**config.mk**
```make
export PLATFORM = sky130hd
export DESIGN_NAME = uart_rx_stat
export DESIGN_NICKNAME = d
export VERILOG_FILES = /design/src/rtl/uart_rx_pkg.sv /design/src/rtl/uart_rx_ctrl.sv /design/src/rtl/uart_rx_frame.sv /design/src/rtl/uart_rx_flags.sv /design/src/rtl/uart_rx_stat.sv
export SDC_FILE = /design/constraint.sdc
export NUM_CORES = 1
export LEC_CHECK = 0
export BUFFER_PORTS_ARGS = -buffer_cell sky130_fd_sc_hd__buf_4
export CAP_MARGIN = 25
export CORE_MARGIN = 5
export CORE_UTILIZATION = 30
export CTS_CLUSTER_DIAMETER = 200
export DETAILED_ROUTE_END_ITERATION = 8
export SLEW_MARGIN = 30
export SYNTH_ARGS = -nofsm -noshare
export SYNTH_HDL_FRONTEND = slang
export SYNTH_SLANG_ARGS = --single-unit
```
**constraint.sdc**
```tcl
create_clock -name clk -period 1.9 [get_ports clk]
set_clock_uncertainty 0.05 [all_clocks]
set_input_delay 0.095 -clock clk [delete_from_list [all_inputs] [get_ports clk]]
set_output_delay 0.095 -clock clk [all_outputs]
set_load 0.1 [all_outputs]
```
**src/rtl/uart_rx_pkg.sv**
```systemverilog
// Shared definitions for the oversampled serial receiver.
// Assumes an 8-bit register port; data width may not exceed REG_W.
package uart_rx_pkg;

    localparam int REG_W = 8;

    // Register addresses on the software port.
    localparam logic [1:0] ADR_BUF  = 2'd0;
    localparam logic [1:0] ADR_STAT = 2'd1;
    localparam logic [1:0] ADR_CTRL = 2'd2;

    // Format and enable control word.
    typedef struct packed {
        logic       ser_en;
        logic       rx_en;
        logic [1:0] spare;
        logic       stop2;
        logic       par_odd;
        logic       par_en;
        logic       char7;
    } rx_ctrl_t;

    // Framing engine states.
    typedef enum logic [2:0] {
        ST_IDLE  = 3'd0,
        ST_START = 3'd1,
        ST_DATA  = 3'd2,
        ST_PAR   = 3'd3,
        ST_STOP1 = 3'd4,
        ST_STOP2 = 3'd5
    } rx_state_t;

endpackage

```
**src/rtl/uart_rx_ctrl.sv**
```systemverilog
// Control register: holds character format and enables.
// Assumes writes are single-cycle strobes; resets to all zero (disabled).
module uart_rx_ctrl
    import uart_rx_pkg::*;
(
    input  logic             clk,
    input  logic             rst_n,
    input  logic             wr_i,
    input  logic [REG_W-1:0] wdata_i,
    output rx_ctrl_t         ctrl_o
);

    // Capture the written control word.
    always_ff @(posedge clk) begin
        if (!rst_n)
            ctrl_o <= '0;
        else if (wr_i)
            ctrl_o <= rx_ctrl_t'(wdata_i);
    end

    // the control word changes only on a write
    p_ctrl_hold_r1: assert property (@(posedge clk) disable iff (!rst_n)
        !wr_i |=> $stable(ctrl_o));

endmodule

```
**src/rtl/uart_rx_frame.sv**
```systemverilog
// Framing engine: detects a start bit, samples each bit in its middle,
// shifts data LSB first, takes optional parity and one or two stop bits,
// then pulses done for one clock with aligned data and error results.
// Assumes smp_en pulses OSR times per bit and the format is held steady
// for the duration of a frame.
module uart_rx_frame
    import uart_rx_pkg::*;
#(
    parameter int OSR    = 16,
    parameter int DATA_W = 8
) (
    input  logic              clk,
    input  logic              rst_n,
    input  logic              run_i,
    input  logic              smp_en,
    input  logic              rxd,
    input  logic              char7,
    input  logic              par_en,
    input  logic              par_odd,
    input  logic              stop2,
    output logic              done_o,
    output logic [DATA_W-1:0] data_o,
    output logic              perr_o,
    output logic              ferr_o
);

    localparam int CNT_W = $clog2(OSR);
    localparam int HALF  = OSR / 2;
    localparam int BIT_W = $clog2(DATA_W + 1);

    rx_state_t         state;
    logic [CNT_W-1:0]  cnt;
    logic [BIT_W-1:0]  bit_idx;
    logic [DATA_W-1:0] shreg;
    logic              par_bit;
    logic              ferr_q;

    logic              at_mid;
    logic              start_mid;
    logic [BIT_W-1:0]  last_idx;
    logic [DATA_W-1:0] aligned;
    logic              finish;
    logic              fe_now;

    // Decode sampling points, character length and frame completion.
    always_comb begin
        at_mid    = (cnt == CNT_W'(OSR - 1));
        start_mid = (cnt == CNT_W'(HALF - 1));
        last_idx  = char7 ? BIT_W'(DATA_W - 2) : BIT_W'(DATA_W - 1);
        aligned   = char7 ? {1'b0, shreg[DATA_W-1:1]} : shreg;
        finish    = smp_en && at_mid &&
                    (((state == ST_STOP1) && !stop2) || (state == ST_STOP2));
        fe_now    = (state == ST_STOP1) ? !rxd : ferr_q;
    end

    // Advance the frame state machine on each sampling tick.
    always_ff @(posedge clk) begin
        if (!rst_n || !run_i) begin
            state   <= ST_IDLE;
            cnt     <= '0;
            bit_idx <= '0;
            shreg   <= '0;
            par_bit <= 1'b0;
            ferr_q  <= 1'b0;
        end else if (smp_en) begin
            case (state)
                ST_IDLE: begin
                    cnt <= '0;
                    if (!rxd)
                        state <= ST_START;
                end
                ST_START: begin
                    if (start_mid) begin
                        cnt     <= '0;
                        bit_idx <= '0;
                        state   <= rxd ? ST_IDLE : ST_DATA;
                    end else begin
                        cnt <= cnt + 1'b1;
                    end
                end
                ST_DATA: begin
                    if (at_mid) begin
                        cnt     <= '0;
                        shreg   <= {rxd, shreg[DATA_W-1:1]};
                        bit_idx <= bit_idx + 1'b1;
                        if (bit_idx == last_idx)
                            state <= par_en ? ST_PAR : ST_STOP1;
                    end else begin
                        cnt <= cnt + 1'b1;
                    end
                end
                ST_PAR: begin
                    if (at_mid) begin
                        cnt     <= '0;
                        par_bit <= rxd;
                        state   <= ST_STOP1;
                    end else begin
                        cnt <= cnt + 1'b1;
                    end
                end
                ST_STOP1: begin
                    if (at_mid) begin
                        cnt    <= '0;
                        ferr_q <= !rxd;
                        state  <= stop2 ? ST_STOP2 : ST_IDLE;
                    end else begin
                        cnt <= cnt + 1'b1;
                    end
                end
                ST_STOP2: begin
                    if (at_mid) begin
                        cnt   <= '0;
                        state <= ST_IDLE;
                    end else begin
                        cnt <= cnt + 1'b1;
                    end
                end
                default: state <= ST_IDLE;
            endcase
        end
    end

    // Present the finished character and its check results for one clock.
    always_ff @(posedge clk) begin
        if (!rst_n || !run_i) begin
            done_o <= 1'b0;
            data_o <= '0;
            perr_o <= 1'b0;
            ferr_o <= 1'b0;
        end else begin
            done_o <= finish;
            if (finish) begin
                data_o <= aligned;
                perr_o <= par_en && ((^aligned) ^ par_bit ^ par_odd);
                ferr_o <= fe_now;
            end
        end
    end

    // the engine falls back to idle while reception is off
    p_idle_when_off_r11: assert property (@(posedge clk) disable iff (!rst_n)
        !run_i |=> (state == ST_IDLE));

    // a completed character is reported for exactly one clock
    p_done_single_r2: assert property (@(posedge clk) disable iff (!rst_n)
        done_o |=> !done_o);

    // the bit index never passes the character length
    p_bitidx_bound_r2: assert property (@(posedge clk) disable iff (!rst_n)
        (state == ST_DATA) |-> (bit_idx <= BIT_W'(DATA_W - 1)));

    // a 7-bit character carries a zero MSB
    p_msb_zero_r3: assert property (@(posedge clk) disable iff (!rst_n)
        (done_o && $past(char7) && $past(run_i)) |-> !data_o[DATA_W-1]);

endmodule

```
**src/rtl/uart_rx_flags.sv**
```systemverilog
// Receive buffer and status flags: accepts a finished character into the
// buffer, evaluates overrun, parity and framing at that transfer, keeps
// sticky error flags and a summary flag, and applies software clears.
// Assumes done_i is a single-clock pulse from the framing engine.
module uart_rx_flags #(
    parameter int DATA_W = 8
) (
    input  logic              clk,
    input  logic              rst_n,
    input  logic              ser_en_i,
    input  logic              done_i,
    input  logic [DATA_W-1:0] data_i,
    input  logic              perr_i,
    input  logic              ferr_i,
    input  logic              rd_buf_i,
    input  logic              wr_stat_i,
    output logic [DATA_W-1:0] buf_o,
    output logic              full_o,
    output logic              ovr_o,
    output logic              pe_o,
    output logic              fe_o,
    output logic              sum_o
);

    logic accept;
    logic ovr_evt;

    // Decide between a buffer transfer and an overrun.
    always_comb begin
        accept  = done_i && (!full_o || rd_buf_i);
        ovr_evt = done_i && full_o && !rd_buf_i;
    end

    // Load the buffer on a transfer; keep it on overrun.
    always_ff @(posedge clk) begin
        if (!rst_n)
            buf_o <= '0;
        else if (accept)
            buf_o <= data_i;
    end

    // Track buffer-full: set by transfer, cleared by read or disable.
    always_ff @(posedge clk) begin
        if (!rst_n || !ser_en_i)
            full_o <= 1'b0;
        else if (accept)
            full_o <= 1'b1;
        else if (rd_buf_i)
            full_o <= 1'b0;
    end

    // Sticky error flags, cleared by a status write or disable.
    always_ff @(posedge clk) begin
        if (!rst_n || !ser_en_i) begin
            ovr_o <= 1'b0;
            pe_o  <= 1'b0;
            fe_o  <= 1'b0;
            sum_o <= 1'b0;
        end else begin
            ovr_o <= (ovr_o && !wr_stat_i) || ovr_evt;
            pe_o  <= (pe_o  && !wr_stat_i) || (accept && perr_i);
            fe_o  <= (fe_o  && !wr_stat_i) || (accept && ferr_i);
            sum_o <= (sum_o && !wr_stat_i) || ovr_evt ||
                     (accept && (perr_i || ferr_i));
        end
    end

    // summary flag tracks the OR of the three error flags
    p_sum_or_r8: assert property (@(posedge clk) disable iff (!rst_n)
        sum_o == (ovr_o || pe_o || fe_o));

    // an overrun keeps the old buffer and raises the flag
    p_overrun_keep_r7: assert property (@(posedge clk) disable iff (!rst_n)
        (ser_en_i && done_i && full_o && !rd_buf_i) |=> ($stable(buf_o) && ovr_o));

    // disable wipes every flag
    p_disable_clear_r10: assert property (@(posedge clk) disable iff (!rst_n)
        !ser_en_i |=> (!full_o && !ovr_o && !pe_o && !fe_o && !sum_o));

    // a buffer read without a new character releases the buffer
    p_read_clears_r6: assert property (@(posedge clk) disable iff (!rst_n)
        (ser_en_i && rd_buf_i && !done_i) |=> !full_o);

    // a status write leaves buffer-full untouched
    p_wr_keeps_full_r9: assert property (@(posedge clk) disable iff (!rst_n)
        (ser_en_i && wr_stat_i && !done_i && !rd_buf_i) |=> $stable(full_o));

endmodule

```
**src/rtl/uart_rx_stat.sv**
```systemverilog
// Top of the serial receiver: register port decode, control register,
// framing engine and buffer/status logic.
// Assumes a synchronous register port with combinational read data and
// a sampling enable supplied by an external rate divider.
module uart_rx_stat
    import uart_rx_pkg::*;
#(
    parameter int OSR    = 16,
    parameter int DATA_W = 8
) (
    input  logic             clk,
    input  logic             rst_n,
    input  logic             smp_en,
    input  logic             rxd,
    input  logic [1:0]       reg_addr,
    input  logic             reg_wr,
    input  logic             reg_rd,
    input  logic [REG_W-1:0] reg_wdata,
    output logic [REG_W-1:0] reg_rdata
);

    rx_ctrl_t          ctrl;
    logic              rd_buf;
    logic              wr_stat;
    logic              wr_ctrl;
    logic              run;
    logic              f_done;
    logic [DATA_W-1:0] f_data;
    logic              f_perr;
    logic              f_ferr;
    logic [DATA_W-1:0] buf_q;
    logic              full_q;
    logic              ovr_q;
    logic              pe_q;
    logic              fe_q;
    logic              sum_q;

    // Decode register strobes and the reception gate.
    always_comb begin
        rd_buf  = reg_rd && (reg_addr == ADR_BUF);
        wr_stat = reg_wr && (reg_addr == ADR_STAT);
        wr_ctrl = reg_wr && (reg_addr == ADR_CTRL);
        run     = ctrl.ser_en && ctrl.rx_en;
    end

    // Select the read data for the addressed register.
    always_comb begin
        case (reg_addr)
            ADR_BUF:  reg_rdata = REG_W'(buf_q);
            ADR_STAT: reg_rdata = {3'b111, sum_q, fe_q, pe_q, ovr_q, full_q};
            ADR_CTRL: reg_rdata = ctrl;
            default:  reg_rdata = '0;
        endcase
    end

    uart_rx_ctrl u_ctrl (
        .clk     (clk),
        .rst_n   (rst_n),
        .wr_i    (wr_ctrl),
        .wdata_i (reg_wdata),
        .ctrl_o  (ctrl)
    );

    uart_rx_frame #(.OSR(OSR), .DATA_W(DATA_W)) u_frame (
        .clk     (clk),
        .rst_n   (rst_n),
        .run_i   (run),
        .smp_en  (smp_en),
        .rxd     (rxd),
        .char7   (ctrl.char7),
        .par_en  (ctrl.par_en),
        .par_odd (ctrl.par_odd),
        .stop2   (ctrl.stop2),
        .done_o  (f_done),
        .data_o  (f_data),
        .perr_o  (f_perr),
        .ferr_o  (f_ferr)
    );

    uart_rx_flags #(.DATA_W(DATA_W)) u_flags (
        .clk       (clk),
        .rst_n     (rst_n),
        .ser_en_i  (ctrl.ser_en),
        .done_i    (f_done),
        .data_i    (f_data),
        .perr_i    (f_perr),
        .ferr_i    (f_ferr),
        .rd_buf_i  (rd_buf),
        .wr_stat_i (wr_stat),
        .buf_o     (buf_q),
        .full_o    (full_q),
        .ovr_o     (ovr_q),
        .pe_o      (pe_q),
        .fe_o      (fe_q),
        .sum_o     (sum_q)
    );

    // no character completes while reception is gated off
    p_no_rx_when_off_r11: assert property (@(posedge clk) disable iff (!rst_n)
        !run |=> !f_done);

endmodule

```
## Yosys cells after proc, flatten, opt, wreduce, memory -nomap -nowiden

Cells that the tools add are included.

| operators by class | value |
|---|---|
| add/subtract/negate cells | 2 |
| equality and inequality tests | 17 |
| multiplexer cells | 23 |
| bitwise gates (word level) | 2 |
| reduce and logical (&&, ||, !) cells | 49 |

Operator list:

| cell | count |
|---|---|
| 3-bit 2-to-1 mux | 9 |
| 8-bit one-hot mux with 3 select lines | 1 |
| 1-bit logical AND | 18 |
| 3-bit one-hot mux with 6 select lines | 1 |
| 4-bit 2-to-1 mux | 4 |
| 2-bit by 1-bit inequality test with 1-bit output, second input constant | 6 |
| 4-bit one-hot mux with 3 select lines | 1 |
| 1-bit logical OR | 10 |
| 3-bit AND reduction | 3 |
| 4-bit by 1-bit adder with 4-bit output, second input constant | 2 |
| 1-bit logical NOT | 8 |
| 8-bit 2-to-1 mux | 1 |
| 4-bit one-hot mux with 2 select lines | 1 |
| 8-bit AND reduction | 1 |
| 8-bit parity | 1 |
| 3-bit by 2-bit equality test with 1-bit output, second input constant | 2 |
| 3-bit equality test, second input constant | 2 |
| 4-bit by 3-bit equality test with 1-bit output, second input constant | 1 |
| 4-bit equality test | 1 |
| 4-bit equality test, second input constant | 1 |
| 1-bit 2-to-1 mux | 4 |
| 4-bit AND reduction | 1 |
| 2-bit nonzero test | 2 |
| 4-bit OR reduction | 1 |
| other kinds (10) | 11 |

| storage, ports and cells | value |
|---|---|
| register bits after elaboration | 53 |
| input port bits | 16 |
| output and inout port bits | 8 |
| word-level logic and storage cells | 116 |

## Longest topological paths before layout

| logic depth | value |
|---|---|
| depth after elaboration | 6 |
| depth in mapped cells | 7 |
| depth with buffers taken out | 6 |

## Cells and area by module

From an unflattened synthesis, not the netlist that was laid out.

| unflattened totals | value |
|---|---|
| cells, all modules | 299 |
| area, all modules | 2,723.9 um^2 |

Modules (own cells, without submodules):

| module | times used | cells each | area each (um^2) | sequential area each (um^2) |
|---|---|---|---|---|
| uart_rx_frame | 1 | 193 | 1,689.1 | 640.6 |
| uart_rx_flags | 1 | 57 | 531.8 | 260.2 |
| uart_rx_ctrl | 1 | 25 | 301.5 | 160.2 |
| uart_rx_stat | 1 | 24 | 201.4 | 0.0 |

## Worst setup path before layout

No wires, ideal clock.

| timing | value |
|---|---|
| path kind | register to output |
| start | register u_ctrl.ctrl_o[0] (netlist name) |
| end | output reg_rdata[0] |
| data arrival time | 2.949 ns |
| required time | 1.755 ns |
| path slack | -1.194 ns |
| stages on the path, launching flop included | 4 |
| path buffers | 1 |
| cells stage by stage | dfxtp_1 -> buf_1 -> mux2i_1 -> o21ai_0 |

| between the ends | value |
|---|---|
| longest elaborated chain between the ends | 1 |

RTL lines:

| element | line | text |
|---|---|---|
| start, declared | uart_rx_ctrl.sv:10 | `output rx_ctrl_t ctrl_o` |
| start signal, assigned | uart_rx_ctrl.sv:18 | `ctrl_o <= rx_ctrl_t'(wdata_i);` |
| 8-bit one-hot mux with 3 select lines | uart_rx_stat.sv:48 | `case (reg_addr)` |
| end, declared | uart_rx_stat.sv:19 | `output logic [REG_W-1:0] reg_rdata` |

No other way between the ends.

## Final worst setup path

| timing | value |
|---|---|
| start | register u_frame.cnt[1] |
| end | register u_frame.shreg[6] |

| between the ends | value |
|---|---|
| longest elaborated chain between the ends | 2 |

RTL lines:

| element | line | text |
|---|---|---|
| start, declared | uart_rx_frame.sv:32 | `logic [CNT_W-1:0] cnt;` |
| start signal, assigned | uart_rx_frame.sv:78 | `cnt <= cnt + 1'b1;` |
| start signal, assigned | uart_rx_frame.sv:89 | `cnt <= cnt + 1'b1;` |
| start signal, assigned | uart_rx_frame.sv:98 | `cnt <= cnt + 1'b1;` |
| 4-bit equality test | uart_rx_frame.sv:47 | `at_mid = (cnt == CNT_W'(OSR - 1));` |
| 3-bit AND reduction (no line) | -- |  |
| end signal, assigned | uart_rx_frame.sv:84 | `shreg <= {rxd, shreg[DATA_W-1:1]};` |
| end, declared | uart_rx_frame.sv:34 | `logic [DATA_W-1:0] shreg;` |

No other way between the ends.
A chain may end at the register's enable or synchronous reset.

==> metrics.txt <==
Final min period 1.718 ns; most frequent cells in the layout dfxtp_1, nand2_1, nor2_1; Mapped Area 2587 sq um; DIE WIDTH 102.9 um; antenna-violating nets left 0; DRT met1 WL 2.931 mm; Final setup viols 0; #FFs+latches synth 53; largest net degree at the start of global routing 25; Pleak 1.074 nW; Initial DRT Pass Iterations 4; Routed WL 5.736 mm; hold_ws 0.007888 ns; DRC viols 0; status complete, no violations; clock tree buffer depth 2; Post-synth EDFFs 0; Die H 102.9 um; num rows 33; fin. max-slew vios 0; actual slew at the worst max-slew pin 0.4180 ns; worst hold start rxd; most common cell after layout, fill and taps aside dfxtp_1; initial core utilization 0.3118; die footprint 10580 sq um; Worst Setup End Kind flop; Startpoint Class flop; first-pass GRT wire length 9.770 mm; Crit path required time 2.04 ns; ant diodes 0; Num CTS Buffers 5; slowest CP cell dfxtp_1; crit share post-route 0.9044; Pwr Density 664.3 nW/um^2; Hold Path Class primary input to flop; CTS tree yes; R2R Path End u_frame.shreg[6]$_SDFFE_PP0P_; highest clock rate 582.0 MHz; clock latency on the worst-skew pair 0.31 ns; Global Route Usage Sum 0.1158; Relative slew margins 0.7207; DR WL met2 2.456 mm; RSZ-0062 raised after global routing false; RD Place Congestion 0.7374; Fin. Hold Viols 0; Seq/Total Area, Yosys 0.4101; Hold Path Stages 3; synth unique cells 46; vias 2152; top cells by area, synth dfxtp_1, mux2i_1, nand2_1; critical-path cell list ha_1, and3_2, nand2_1, nor3b_2, buf_4, mux2i_1, nor2_1; Layout Area Growth over Synthesis 20.41%; Worst Path Arrival 1.86 ns; highest metal used met4; flop-to-flop setup slack 0.18 ns; I/O Pins 24; vias in the first global route 2003; grt ovf 0; drt wl/cell 13.04 um; Worst-path clk slew 0.10 ns; Root Driver clkbuf_8; Routed met3 length 264 um; Post-Synthesis Cells 303; post-synth top area cell dfxtp_1; Via-to-Cell Ratio 4.891; CP Max Fanout 10; layout cell share with drive strength beyond 1 0.1642; post-CTS setup buffer count 0; CTS sink count 53; max-cap check violation count 0; Port Buffers 23; Final nets 352; Inst Count DP 425; RR Startpoint u_frame.cnt[1]$_SDFFE_PP0P_; Syn Nets 321; critical path class flop to flop; Hold Path End u_frame.shreg[7]$_SDFFE_PP0P_; CP peak stage delay 0.37 ns; HPWL after DPL 4.248 mm; non-filler instance count after layout 440; Core ar. 8299 sq um; total negative slack 0 ns; drt first-iter violations 89; top-area cell type share of the netlist area 0.4101; worst reg2reg path depth 7; initial antenna violation count 0; YS warnings 0; synthesized area per cell 8.540 sq um; FFs w/ async S/R, synth 0; CTS H-tree depth 2; worst vdd ir 0.2947 mV; Top FF cell, synth dfxtp_1
-- per-layer routing --
layer,track usage,vias to the layer above
li1,-,1117
met1,0.1673,985
met2,0.1733,44
met3,0.02368,6
met4,0.03586,0
met5,0,-
-- cells by family (layout without fill, tap and decap cells) --
logic type,after synthesis,in the layout,share of synthesized area
adder cells (fa/ha/maj),2,2,0.009670
multiplexers,23,23,0.08897
buffers and inverters,19,51,0.03530
AO/OA/AOI/OAI,60,60,0.1634
flip-flops,53,53,0.4101
AND/OR/NAND/NOR,134,134,0.2466
XOR/XNOR,12,12,0.04594
-- report_power, final --
| part | internal (W) | total, W | leakage [nW] | switching (W) |
|---|---|---|---|---|
| registers | 0.00112 | 0.00112 | 0.428 | 0.00000669 |
| clock network | 0.000430 | 0.000793 | 0.0585 | 0.000363 |
| logic | 0.0000640 | 0.000154 | 0.587 | 0.0000905 |
-- sequential cells by signal, indices dropped and copies added (netlist names) --
signal,cells
u_flags.pe_o,1
u_flags.fe_o,1
u_frame.shreg,8
u_flags.buf_o,8
u_flags.full_o,1
u_frame.bit_idx,4
u_frame.ferr_q,1
u_frame.ferr_o,1
u_frame.par_bit,1
u_flags.sum_o,1
u_frame.done_o,1
u_frame.perr_o,1
u_flags.ovr_o,1
u_frame.cnt,4
u_ctrl.ctrl_o,8
u_frame.state,3
u_frame.data_o,8
-- per-stage QoR --
| step | util | worst slack [ns] | area [sq um] | power [W] |
|---|---|---|---|---|
| 6_report | 0.3754 | 0.1817 | 3115 | 0.002070 |
| 5_1_grt | 0.3754 | 0.007459 | 3115 | 0.002155 |
| 4_1_cts | 0.3745 | 0.08964 | 3108 | 0.002104 |
| 3_5_place_dp | 0.3520 | 0.1176 | 2922 | 0.001291 |
| 3_3_place_gp | 0.3520 | 0.1961 | 2922 | 0.001290 |
| 2_1_floorplan | - | -0.4460 | 2610 | 0.001243 |
-- how the worst max path moves through the flow --
stage                                   from                             end  slack, ns  cells past startpoint
2_1_floorplan  u_ctrl.ctrl_o[0]$_SDFFE_PN0P_                    reg_rdata[0]      -0.45                      3
3_3_place_gp     u_frame.cnt[0]$_SDFFE_PP0P_  u_frame.data_o[0]$_SDFFE_PP0P_       0.20                      7
3_5_place_dp     u_frame.cnt[0]$_SDFFE_PP0P_  u_frame.data_o[0]$_SDFFE_PP0P_       0.12                      7
4_1_cts          u_frame.cnt[0]$_SDFFE_PP0P_  u_frame.data_o[0]$_SDFFE_PP0P_       0.09                      7
5_1_grt          u_frame.cnt[1]$_SDFFE_PP0P_   u_frame.shreg[7]$_SDFFE_PP0P_      0.007                      7
6_report         u_frame.cnt[1]$_SDFFE_PP0P_   u_frame.shreg[6]$_SDFFE_PP0P_       0.18                      7
-- critical path: cells and delay by family, from the launching register on --
kind / cells / cell delay, ns
DFF: 1 / 0.37
buffers and inverters: 1 / 0.23
and+or+nand+nor: 4 / 0.58
muxes: 1 / 0.20
adders and majority gates: 1 / 0.17
-- Yosys cell counts, types with 2 or more instances --
library cell and n:
a211oi_1 8, a21boi_0 2, a21boi_1 16, a21oi_1 7
a22oi_1 6, and3_1 3, buf_2 4, buf_4 2
clkbuf_1 10, dfxtp_1 53, ha_1 2, mux2i_1 23
nand2_1 44, nand2b_1 7, nand3_1 15, nand3b_1 6
nor2_1 37, nor2b_1 11, o21ai_0 10, o31ai_1 2
xnor2_1 8, xor2_1 3
-- area by class of cell --
cell class,count,area (sq um)
clock inverter,1,30.03
multi-input combinational,231,1464
timing repair buffer,42,336.6
clock buffer,7,86.33
inverter,1,3.754
sequential,53,1064
tap,105,131.4
fill,842,5184
-- timing repair --
| action | CTS | global route |
|---|---|---|
| endpoints found under the hold margin | 7 | 0 |
| setup endpoints to repair | 0 | 20 |
| hold buffers | 7 | 0 |
| gates resized for setup | 0 | 4 |
Power figures use the tool's default switching activity.
